## src/rtl/mmto_pkg.sv

```systemverilog
package mmto_pkg;
  localparam int unsigned PERIOD_W_DEF = 16;

  typedef enum logic [1:0] {
    FLAG_HOLD  = 2'd0,
    FLAG_SET   = 2'd1,
    FLAG_CLEAR = 2'd2
  } flag_op_e;

  function automatic flag_op_e flag_op(input logic set_req, input logic clr_req);
    if (set_req)      return FLAG_SET;
    else if (clr_req) return FLAG_CLEAR;
    else              return FLAG_HOLD;
  endfunction
endpackage

```

## src/rtl/mmto_idle_counter.sv

```systemverilog
module mmto_idle_counter #(
  parameter int unsigned PERIOD_W = 16
) (
  input  logic                clk,
  input  logic                rst_n,
  input  logic                qualify_i,
  input  logic [PERIOD_W-1:0] period_i,
  output logic                hit_o
);
  logic [PERIOD_W-1:0] cnt_q, cnt_d;
  logic                fired_q, fired_d;
  logic                cnt_en, fired_en;
  logic                at_limit;

  assign at_limit = (cnt_q == period_i);

  always_comb begin
    hit_o   = qualify_i & ~fired_q & at_limit;
    cnt_d   = cnt_q;
    fired_d = fired_q;
    if (!qualify_i) begin
      cnt_d   = '0;
      fired_d = 1'b0;
    end else if (hit_o) begin
      fired_d = 1'b1;
    end else if (!fired_q) begin
      cnt_d = cnt_q + 1'b1;
    end
  end

  assign cnt_en   = (cnt_d != cnt_q);
  assign fired_en = (fired_d != fired_q);

  always_ff @(posedge clk or negedge rst_n) begin
    if (!rst_n) begin
      cnt_q <= '0;
    end else if (cnt_en) begin
      cnt_q <= cnt_d;
    end
  end

  always_ff @(posedge clk or negedge rst_n) begin
    if (!rst_n) begin
      fired_q <= 1'b0;
    end else if (fired_en) begin
      fired_q <= fired_d;
    end
  end
endmodule

```

## src/rtl/mmto_sticky_flag.sv

```systemverilog
module mmto_sticky_flag
  import mmto_pkg::*;
(
  input  logic clk,
  input  logic rst_n,
  input  logic set_i,
  input  logic clr_i,
  output logic flag_o
);
  logic     flag_q, flag_d, flag_en;
  flag_op_e op;

  always_comb begin
    op     = flag_op(set_i, clr_i);
    flag_d = flag_q;
    case (op)
      FLAG_SET:   flag_d = 1'b1;
      FLAG_CLEAR: flag_d = 1'b0;
      default:    flag_d = flag_q;
    endcase
  end

  assign flag_en = (flag_d != flag_q);

  always_ff @(posedge clk or negedge rst_n) begin
    if (!rst_n) begin
      flag_q <= 1'b0;
    end else if (flag_en) begin
      flag_q <= flag_d;
    end
  end

  assign flag_o = flag_q;
endmodule

```

## src/rtl/mm_cs_release_timer.sv

```systemverilog
module mm_cs_release_timer #(
  parameter int unsigned PERIOD_W = mmto_pkg::PERIOD_W_DEF
) (
  input  logic                clk,
  input  logic                rst_n,
  input  logic                fifo_full_i,
  input  logic                rd_strobe_i,
  input  logic                tmo_en_i,
  input  logic [PERIOD_W-1:0] tmo_period_i,
  input  logic                irq_en_i,
  input  logic                flag_clr_i,
  output logic                release_o,
  output logic                tmo_flag_o,
  output logic                irq_o
);
  logic qualify;
  logic hit;
  logic rel_q, rel_d, rel_en;

  assign qualify = tmo_en_i & fifo_full_i & ~rd_strobe_i;

  mmto_idle_counter #(.PERIOD_W(PERIOD_W)) u_cnt (
    .clk       (clk),
    .rst_n     (rst_n),
    .qualify_i (qualify),
    .period_i  (tmo_period_i),
    .hit_o     (hit)
  );

  mmto_sticky_flag u_flag (
    .clk    (clk),
    .rst_n  (rst_n),
    .set_i  (hit),
    .clr_i  (flag_clr_i),
    .flag_o (tmo_flag_o)
  );

  always_comb begin
    rel_d  = hit;
    rel_en = (rel_d != rel_q);
  end

  always_ff @(posedge clk or negedge rst_n) begin
    if (!rst_n) begin
      rel_q <= 1'b0;
    end else if (rel_en) begin
      rel_q <= rel_d;
    end
  end

  assign release_o = rel_q;
  assign irq_o     = tmo_flag_o & irq_en_i;
endmodule

```

## config.mk

```make
export PLATFORM = sky130hd
export DESIGN_NAME = mm_cs_release_timer
export DESIGN_NICKNAME = d
export VERILOG_FILES = /design/src/rtl/mmto_pkg.sv /design/src/rtl/mmto_idle_counter.sv /design/src/rtl/mmto_sticky_flag.sv /design/src/rtl/mm_cs_release_timer.sv
export SDC_FILE = /design/constraint.sdc
export NUM_CORES = 1
export LEC_CHECK = 0
export BUFFER_PORTS_ARGS = -buffer_cell sky130_fd_sc_hd__buf_2
export CAP_MARGIN = 25
export CORE_UTILIZATION = 48
export CTS_CLUSTER_SIZE = 14
export DETAILED_ROUTE_END_ITERATION = 7
export GPL_TIMING_DRIVEN = 0
export PLACE_DENSITY = 0.74
export SLEW_MARGIN = 20
export SYNTH_ARGS = -nofsm -noshare
export SYNTH_HDL_FRONTEND = slang
export SYNTH_SLANG_ARGS = --single-unit
```

## constraint.sdc

```tcl
create_clock -name clk -period 1.61 [get_ports clk]
set_input_delay 0.161 -clock clk [delete_from_list [all_inputs] [get_ports clk]]
set_output_delay 0.161 -clock clk [all_outputs]
set_load 0.1 [all_outputs]
```

# Word-level counts from Yosys, hierarchy flattened
# Index checks and enable logic that the tools add are counted.
# totals
regBits,19
input_bits,23
output_inout_bits,3
word_cells,27
# op_classes
n_addsub,1
n_eq_ne,7
muxes,8
n_bitwise,7
# ops
cell,count
$mux 16,3
$add 16x1->16 const B,1
$eq 16x16->1,1
$ne 16x16->1,1
$and 1x1->1,5
$mux 2,2
$ne 1x1->1,3
$eq 2x1->1 const B,1
$eq 2x2->1 const B,1
$mux 1,2
$not 1->1,2
$pmux 1 s2,1

# Longest topological paths before layout
# Gate-level depths: netlist (run 1).
# logic_depth
word_depth,8
ltp_mapped,8

# Hierarchy
# From an unflattened synthesis (run 1), not the netlist that was laid out.
# hier_totals
hier_cells,125
hier_area_um2,1154.9
# by_module_without_submodules
mod,n_inst,cells_per_inst,area_per_inst_um2,seq_area_each_um2
mmto_idle_counter,1,118,1074.8,425.4
mm_cs_release_timer,1,4,43.8,25.0
mmto_sticky_flag,1,3,36.3,25.0

# Worst setup path after synthesis (run 1)
# Ideal clock, no wire load.
# synth_timing
path_kind,reg2out
start,register u_flag.flag_q (netlist: u_flag.flag_o)
end,output port irq_o
arrival_ps,1781
required_ps,1449
slack_ps,-332
path_stages_with_launch,2
path_buffers,0
path_cell_list,dfrtp_1 and2_1
# synth_between
elab_chain_len,1
# synth_rtl
element,line,source
start: declaration,mmto_sticky_flag.sv:10,"logic flag_q, flag_d, flag_en;"
start signal: assignment,mmto_sticky_flag.sv:29,flag_q <= flag_d;
$and 1x1->1,mm_cs_release_timer.sv:52,assign irq_o = tmo_flag_o & irq_en_i;
end: declaration,mm_cs_release_timer.sv:14,output logic irq_o
# Every way passes these cells.

# Worst setup path in the final report (run 1)
# layout_timing
start,register u_cnt.cnt_q[6]
end,register u_cnt.cnt_q[12]
# layout_between
elab_chain_len,5
# layout_rtl
element,line,source
start: declaration,mmto_idle_counter.sv:10,"logic [PERIOD_W-1:0] cnt_q, cnt_d;"
start signal: assignment,mmto_idle_counter.sv:38,cnt_q <= cnt_d;
$add 16x1->16 or $eq 16x16->1 (tied branches),"mmto_idle_counter.sv:27, mmto_idle_counter.sv:15",
$mux 16 or $and 1x1->1 (tied branches),"mmto_idle_counter.sv:26, mmto_idle_counter.sv:18",
$mux 16,mmto_idle_counter.sv:24,end else if (hit_o) begin
$mux 16,mmto_idle_counter.sv:21,if (!qualify_i) begin
$ne 16x16->1,mmto_idle_counter.sv:31,assign cnt_en = (cnt_d != cnt_q);
# Parallel ways exist; a longest one is shown, timed or not.
# A chain may end at the register's enable or synchronous reset.

==> metrics.cfg, run 1 <==
[outcome]
status = finished, violations left
violations = negative setup slack

[die]
initial_core_util = 0.504
die-area_mm2 = 0.00281
rows = 18
dieHeight_um = 53.0
core_area_mm2 = 0.00248
die_width_um = 53.0
io_pins = 26

[worst_setup_path]
cp.arrival_ps = 2040
critPathCaptureType = flop
crit_chain = xnor2_1 > nand4_1 > nor3_4 > buf_12 > and3_4 > or4_4 > a21oi_2
crit_slowest_cell = or4_4
crit_path_max_fanout = 7
cp-start-kind = flop
r2r_slack_ps = -200
rr_endpoint = u_cnt.cnt_q[12]
r2r-start = u_cnt.cnt_q[6]
slowest_delay_ps = 510
worst_ep_required_time_ps = 1840
crit_type = reg2reg
reg2reg_depth = 7

[placed_design]
routabilityCongestion = 0.908
io_buffers = 25
post-place-cells = 197
preCtsSetupSlack_ps = -258
hpwlAfterDp_mm = 2.34

[final_layout]
instances_no_fill = 231
antenna_cells = 0
final_cell_mix = 27 x buf_4, 25 x buf_2, 15 x nand2_1
nNetsFinal = 226
drive_above_1_share = 0.532
mostFrequentLayoutCell = buf_4
areaGrowthSynthToFinish_pct = 50.2

[grt]
antenna_found_initial = 0
grt_first_pass_wirelength_mm = 5.73
grt_pass1_vias = 1257
grt_overflow = 0
grt_max_degree = 20
grt.total_usage = 0.289

[sta]
fin_crit_ps = 1810
rsz0062_at_grt = yes
slew_violations = 0
hold_violations = 0
max_slew.worst_pin.slew_ps = 547
slew_headroom = 0.634
max_freq_mhz = 552
setup_viol = 16
fin_ws_ps = -201
fin_skew_ps = 8.07
min_period_over_period = 1.13

[synthesis]
synth-seq-cells = 19
synthArstFlopShare = 1.00
synth-edff-count = 0
ys.flop_type = dfrtp_1
syn_area_per_cell_um2 = 8.79
ys_seq_area_frac = 0.381
synth_nets = 166
synth_cell_type_count = 34
synth.cell_area_mm2 = 0.00125
yosysWarningCount = 0
synthCells = 142

[cts]
clkTransAtPathRegs_ps = 120
clockBufferDepth = 2
cts.htree.levels = 1
tritoncts = done
clockRootBuffer = clkbuf_4
clkSinkCount = 19
insertion_delay_ps = 300
cts_made_buffers = 3

[drt]
drc = 0
wl_mm = 3.85
routedWlPerCell_um = 16.7
dr.first_iter.drc_count = 74
via_per_inst = 6.05
ant_nets = 0
dr_total_vias = 1398
drtPass1Iterations = 5

[worst_hold_path]
holdPathStages = 2
hold_end = u_flag.flag_o
min_from = flag_clr_i
hold_path_class = in2reg

[flow_run]
max-cap-violations = 0

[power]
p_leak_nw = 0.790
powerDensity_mw_per_mm2 = 450
vdd.ir_drop.worst_uv = 370

## registers in the layout, summed over array words and instances (netlist names)
signal	count
release_o	1
u_cnt.fired_q	1
u_cnt.cnt_q	16
u_flag.flag_o	1
## Yosys cell counts (all sizes together) (3+ instances only)
cell | number | area (um^2)
xnor2 | 19 | 166
nand3 | 6 | 30.0
inv | 4 | 15.0
nor4 | 6 | 52.6
or3 | 4 | 25.0
a21oi | 9 | 45.0
nand4 | 9 | 56.3
nor2 | 12 | 45.0
nand2 | 17 | 66.3
clkbuf | 3 | 12.5
a31o | 3 | 26.3
nor3 | 3 | 20.0
dfrtp | 19 | 475
buf | 3 | 21.3
o21ai | 4 | 20.0
## what timing repair did
| item | in CTS | in global routing |
|---|---|---|
| hold buffers | 1 | 0 |
| pin swaps | 13 | 8 |
| setup endpoints to repair | 18 | 17 |
| setup buffers | 20 | 8 |
| gates cloned | 1 | 1 |
| hold endpoints to repair | 19 | 0 |
| resized for setup | 24 | 17 |
## worst max-delay path by stage
stage,from,endpoint,depth (start not counted)
4_1_cts,u_cnt.cnt_q[2],u_cnt.cnt_q[12],7
3_5_place_dp,u_cnt.cnt_q[0],u_cnt.cnt_q[4],7
5_1_grt,u_cnt.cnt_q[8],u_cnt.cnt_q[13],7
3_3_place_gp,u_cnt.cnt_q[4],u_cnt.cnt_q[15],6
2_1_floorplan,u_flag.flag_o,irq_o,1
6_report,u_cnt.cnt_q[6],u_cnt.cnt_q[12],7
## kinds of logic (layout without fill, tap and decap cells)
kind of cell,Yosys count,in the layout,synth area share
muxes,2,2,0.0160
AOI/OAI and AO/OA,23,23,0.115
DFF,19,19,0.381
xor gates and xnor gates,21,21,0.153
buffers and inverters,10,68,0.0391
adders and majority gates,1,1,0.0100
and+or+nand+nor,66,67,0.286
## report_power, final
group          leakage (nW)  switching (W)  internal (W)
clock                0.0150       0.000159     0.0000964
sequential            0.243     0.00000108      0.000478
combinational         0.532      0.0000555     0.0000533
## routing by layer
metal | share of wire | up-vias | track usage | wire length, um
met4 | 0.035 | 0 | 0.101 | 134
met3 | 0.071 | 18 | 0.0287 | 272
met2 | 0.51 | 84 | 0.515 | 1970
met5 | 0 | - | 0 | 0
met1 | 0.38 | 667 | 0.360 | 1470
li1 | - | 629 | - | -
## metrics by stage
stage | power [W] | area, um^2 | utilization | setup TNS, ps | hold WS, ps
6_report | 0.000844 | 1880 | 0.757 | -1930 | 44.8
4_1_cts | 0.000834 | 1720 | 0.694 | -1530 | 50.5
3_3_place_gp | 0.000576 | 1450 | 0.587 | -1960 | 125
5_1_grt | 0.000874 | 1880 | 0.757 | -3120 | 62.2
2_1_floorplan | 0.000532 | 1290 | - | -157 | -135
3_5_place_dp | 0.000580 | 1450 | 0.587 | -2810 | 128
## final cells by class
cell class                      instances  area, um^2
Inverter                                4        15.0
Buffer                                  5        43.8
Multi-Input combinational cell        114         892
Clock buffer                            4        26.3
Sequential cell                        19         492
Fill cell                             169         602
Timing Repair Buffer                   55         369
Tap cell                               30        37.5
## worst max-delay path: cells and delay by family (launching register included)
kind	cells	cell delay (ps)
compound gates	1	120
buf+inv	1	140
xor+xnor	1	140
simple gates	4	870
flops	1	470
Note: power is estimated with default switching activity, not from simulation.
==> inputs of run 2 (changes only) <==
- CORE_UTILIZATION: 48 -> 47
- SYNTH_HIERARCHICAL: not set -> 1
==> metrics.cfg, run 2 <==
[grt]
grt.total_usage = 0.251  ; was 0.289
grt_max_degree = 20  ; unchanged
grt_first_pass_wirelength_mm = 4.74  ; was 5.73 mm
grt_overflow = 0  ; unchanged
grt_pass1_vias = 1054  ; was 1,257
antenna_found_initial = 0  ; unchanged

[die]
io_pins = 26  ; unchanged
rows = 17  ; was 18
dieHeight_um = 51.6  ; was 53.0 um
core_area_mm2 = 0.00225  ; was 0.00248 mm^2
initial_core_util = 0.512  ; was 0.504
die-area_mm2 = 0.00266  ; was 0.00281 mm^2
die_width_um = 51.6  ; was 53.0 um

[drt]
wl_mm = 3.02  ; was 3.85 mm
via_per_inst = 5.90  ; was 6.05
routed.top_layer = met4  ; unchanged
dr_wl_met2_mm = 1.53  ; was 1.97 mm
dr_wl_met3_um = 214  ; was 272 um
ant_nets = 0  ; unchanged
dr.first_iter.drc_count = 54  ; was 74
drtPass1Iterations = 4  ; was 5
dr_total_vias = 1127  ; was 1,398
drc = 0  ; unchanged
routedWlPerCell_um = 15.8  ; was 16.7 um
drt-met1-wl_mm = 1.24  ; was 1.47 mm

[synthesis]
ys_seq_area_frac = 0.412  ; was 0.381
synth-edff-count = 0  ; unchanged
synthArstFlopShare = 1.00  ; unchanged
yosysWarningCount = 6  ; was 0
synth_cell_type_count = 30  ; was 34
synth.cell_area_mm2 = 0.00115  ; was 0.00125 mm^2
syn_area_per_cell_um2 = 9.24  ; was 8.79 um^2
synthCells = 125  ; was 142
synth_top_area_frac = 0.412  ; was 0.381
synth_area_leaders = dfrtp_1 41%, xnor2_1 12%, or3_1 4.9%  ; was dfrtp_1 38%, xnor2_1 13%, nand2_1 4.8%
synthTopCellsByCount = 19 x dfrtp_1, 16 x xnor2_1, 11 x a21oi_1, 9 x o21ai_0, 9 x or3_1  ; was 19 x dfrtp_1, 19 x xnor2_1, 16 x nand2_1, 12 x nor2_1
ys.flop_type = dfrtp_1  ; unchanged
synth-seq-cells = 19  ; unchanged
yosysMostFrequentCell = dfrtp_1
synth_top_area_cell = dfrtp_1  ; unchanged
synth_nets = 149  ; was 166

[sta]
fin_ws_ps = -276  ; was -201 ps
fin_crit_ps = 1890  ; was 1810 ps
hold_violations = 0  ; unchanged
rsz0062_at_grt = yes  ; unchanged
slew_violations = 0  ; unchanged
max_freq_mhz = 530  ; was 552 MHz
min_period_over_period = 1.17  ; was 1.13
setup_viol = 18  ; was 16
slew_headroom = 0.649  ; was 0.634
fin_skew_ps = 3.06  ; was 8.07 ps
max_slew.worst_pin.slew_ps = 527  ; was 547 ps

[power]
switchingPower_w = 0.000212  ; was 0.000216 W
power_frac_seq = 0.582  ; was 0.568
p_clk_frac = 0.316  ; was 0.303
combPwrFrac = 0.102  ; was 0.129
p_sw_frac = 0.256  ; about the same
p_leak_nw = 0.622  ; was 0.790 nW
p_int_w = 0.000614  ; was 0.000628 W
vdd.ir_drop.worst_uv = 416  ; was 370 uV
powerDensity_mw_per_mm2 = 549  ; was 450 mW/mm^2
total_power_w = 0.000825  ; was 0.000844 W

[placed_design]
hpwlAfterDp_mm = 2.06  ; was 2.34 mm
post-place-cells = 178  ; was 197
routabilityCongestion = 0.838  ; was 0.908
io_buffers = 25  ; unchanged

[cts]
insertion_delay_ps = 310  ; was 300 ps
cts.htree.levels = 1  ; unchanged
clockBufferDepth = 2  ; unchanged
tritoncts = done  ; unchanged
clkTransAtPathRegs_ps = 120  ; about the same
clockRootBuffer = clkbuf_4  ; unchanged
cts_made_buffers = 3  ; unchanged
clkSinkCount = 19  ; unchanged

[final_layout]
antenna_cells = 0  ; unchanged
largest_reg_flops = 16  ; unchanged
areaGrowthSynthToFinish_pct = 30.2  ; was 50.2%
top_register = u_cnt/cnt_q  ; was u_cnt.cnt_q
num-fill-cells = 199  ; was 169
drive_above_1_share = 0.368  ; was 0.532
instances_no_fill = 191  ; was 231
nNetsFinal = 188  ; was 226
mostFrequentLayoutCell = buf_2  ; was buf_4
final_cell_mix = 25 x buf_2, 15 x dfrtp_1, 12 x xnor2_1  ; was 27 x buf_4, 25 x buf_2, 15 x nand2_1

[worst_setup_path]
cp.arrival_ps = 2100  ; was 2040 ps
critPathCaptureType = flop  ; unchanged
crit_path_max_fanout = 8  ; was 7
crit_type = reg2reg  ; unchanged
worst_ep_required_time_ps = 1830  ; was 1840 ps
cp-start-kind = flop  ; unchanged

[worst_hold_path]
hold_path_class = in2reg  ; unchanged

[outcome]
status = finished, violations left  ; unchanged
violations = negative setup slack  ; unchanged

[flow_run]
max-cap-violations = 0  ; unchanged

-- run 2: layout make-up --
type | instances | area [um^2] | share of cell area
clock inverters | 1 | 5.00 | 0.00333
flip-flops and latches | 19 | 480 | 0.319
multi-input cells | 98 | 709 | 0.472
clock buffers | 3 | 22.5 | 0.0150
well taps | 28 | 35.0 | 0.0233
plain buffers | 5 | 37.5 | 0.0250
inverters | 2 | 7.51 | 0.00499
repair buffers | 35 | 206 | 0.137
-- run 2: cell families (layout without fill, tap and decap cells) --
| logic type | after synthesis | after routing | synth area share |
|---|---|---|---|
| and+or+nand+nor | 51 | 51 | 0.255 |
| AOI/OAI and AO/OA | 27 | 27 | 0.135 |
| DFF | 19 | 19 | 0.412 |
| xor gates and xnor gates | 16 | 16 | 0.121 |
| buffers and inverters | 8 | 46 | 0.0401 |
| muxes | 3 | 3 | 0.0260 |
| adders and majority gates | 1 | 1 | 0.0108 |
-- run 2: metrics by stage --
stage / util / setup WS (ps) / hold slack (ps) / setup TNS [ps] / cell area [um^2]
after detailed placement: 0.587 / -377 / 133 / -5480 / 1320
after global placement: 0.587 / -336 / 129 / -4760 / 1320
after global routing: 0.667 / -378 / 96.5 / -6020 / 1500
after floorplan: - / -55.9 / -135 / -188 / 1160
after CTS: 0.644 / -264 / 102 / -3730 / 1450
final: 0.667 / -276 / 103 / -4030 / 1500
-- run 2: worst max-delay path, stage by stage (launching register included) --
cell and delay (ps):
dfrtp_1 430, xnor2_1 160, nand4_1 160, nor4_2 360
and2_4 200, buf_6 130, buf_6 120, nor4_1 50
o21a_1 170
-- run 2: metal layers --
metal	up-vias	global-route usage
met1	535	0.325
met4	0	0.104
met5	-	0
met2	52	0.418
met3	6	0.0351
li1	534	-
-- run 2: power groups by stage --
stage | combinational [W] | sequential, W | clock [W]
finish | 0.0000839 | 0.000480 | 0.000261
global route | 0.0000919 | 0.000481 | 0.000283
CTS | 0.0000833 | 0.000480 | 0.000265
detailed placement | 0.0000771 | 0.000489 | 0
global placement | 0.0000747 | 0.000489 | 0
floorplan | 0.0000301 | 0.000489 | 0
-- run 2: what timing repair did --
| item | CTS | global route |
|---|---|---|
| gates cloned | 1 | 0 |
| gates resized for setup | 11 | 8 |
| endpoints found under the hold margin | 19 | 0 |
| pin swaps | 5 | 6 |
| buffers inserted | 6 | 2 |
| hold buffers | 1 | 0 |
| endpoints found under the setup margin | 18 | 18 |
-- run 2: path summary, 6_finish.rpt --
check / from / endpoint / slack (ps) / cells after the start
min in group asynchronous: rst_n / u_cnt/cnt_q[4] / 310 / 2
worst min-delay path: flag_clr_i / u_flag/flag_o / 100 / 3
worst max-delay path: u_cnt/cnt_q[5] / u_cnt/cnt_q[13] / -280 / 8
worst min register to register: u_flag/flag_o / u_flag/flag_o / 500 / 1
worst max register to register: u_cnt/cnt_q[5] / u_cnt/cnt_q[13] / -280 / 8
max in group asynchronous: rst_n / u_flag/flag_o / 960 / 2
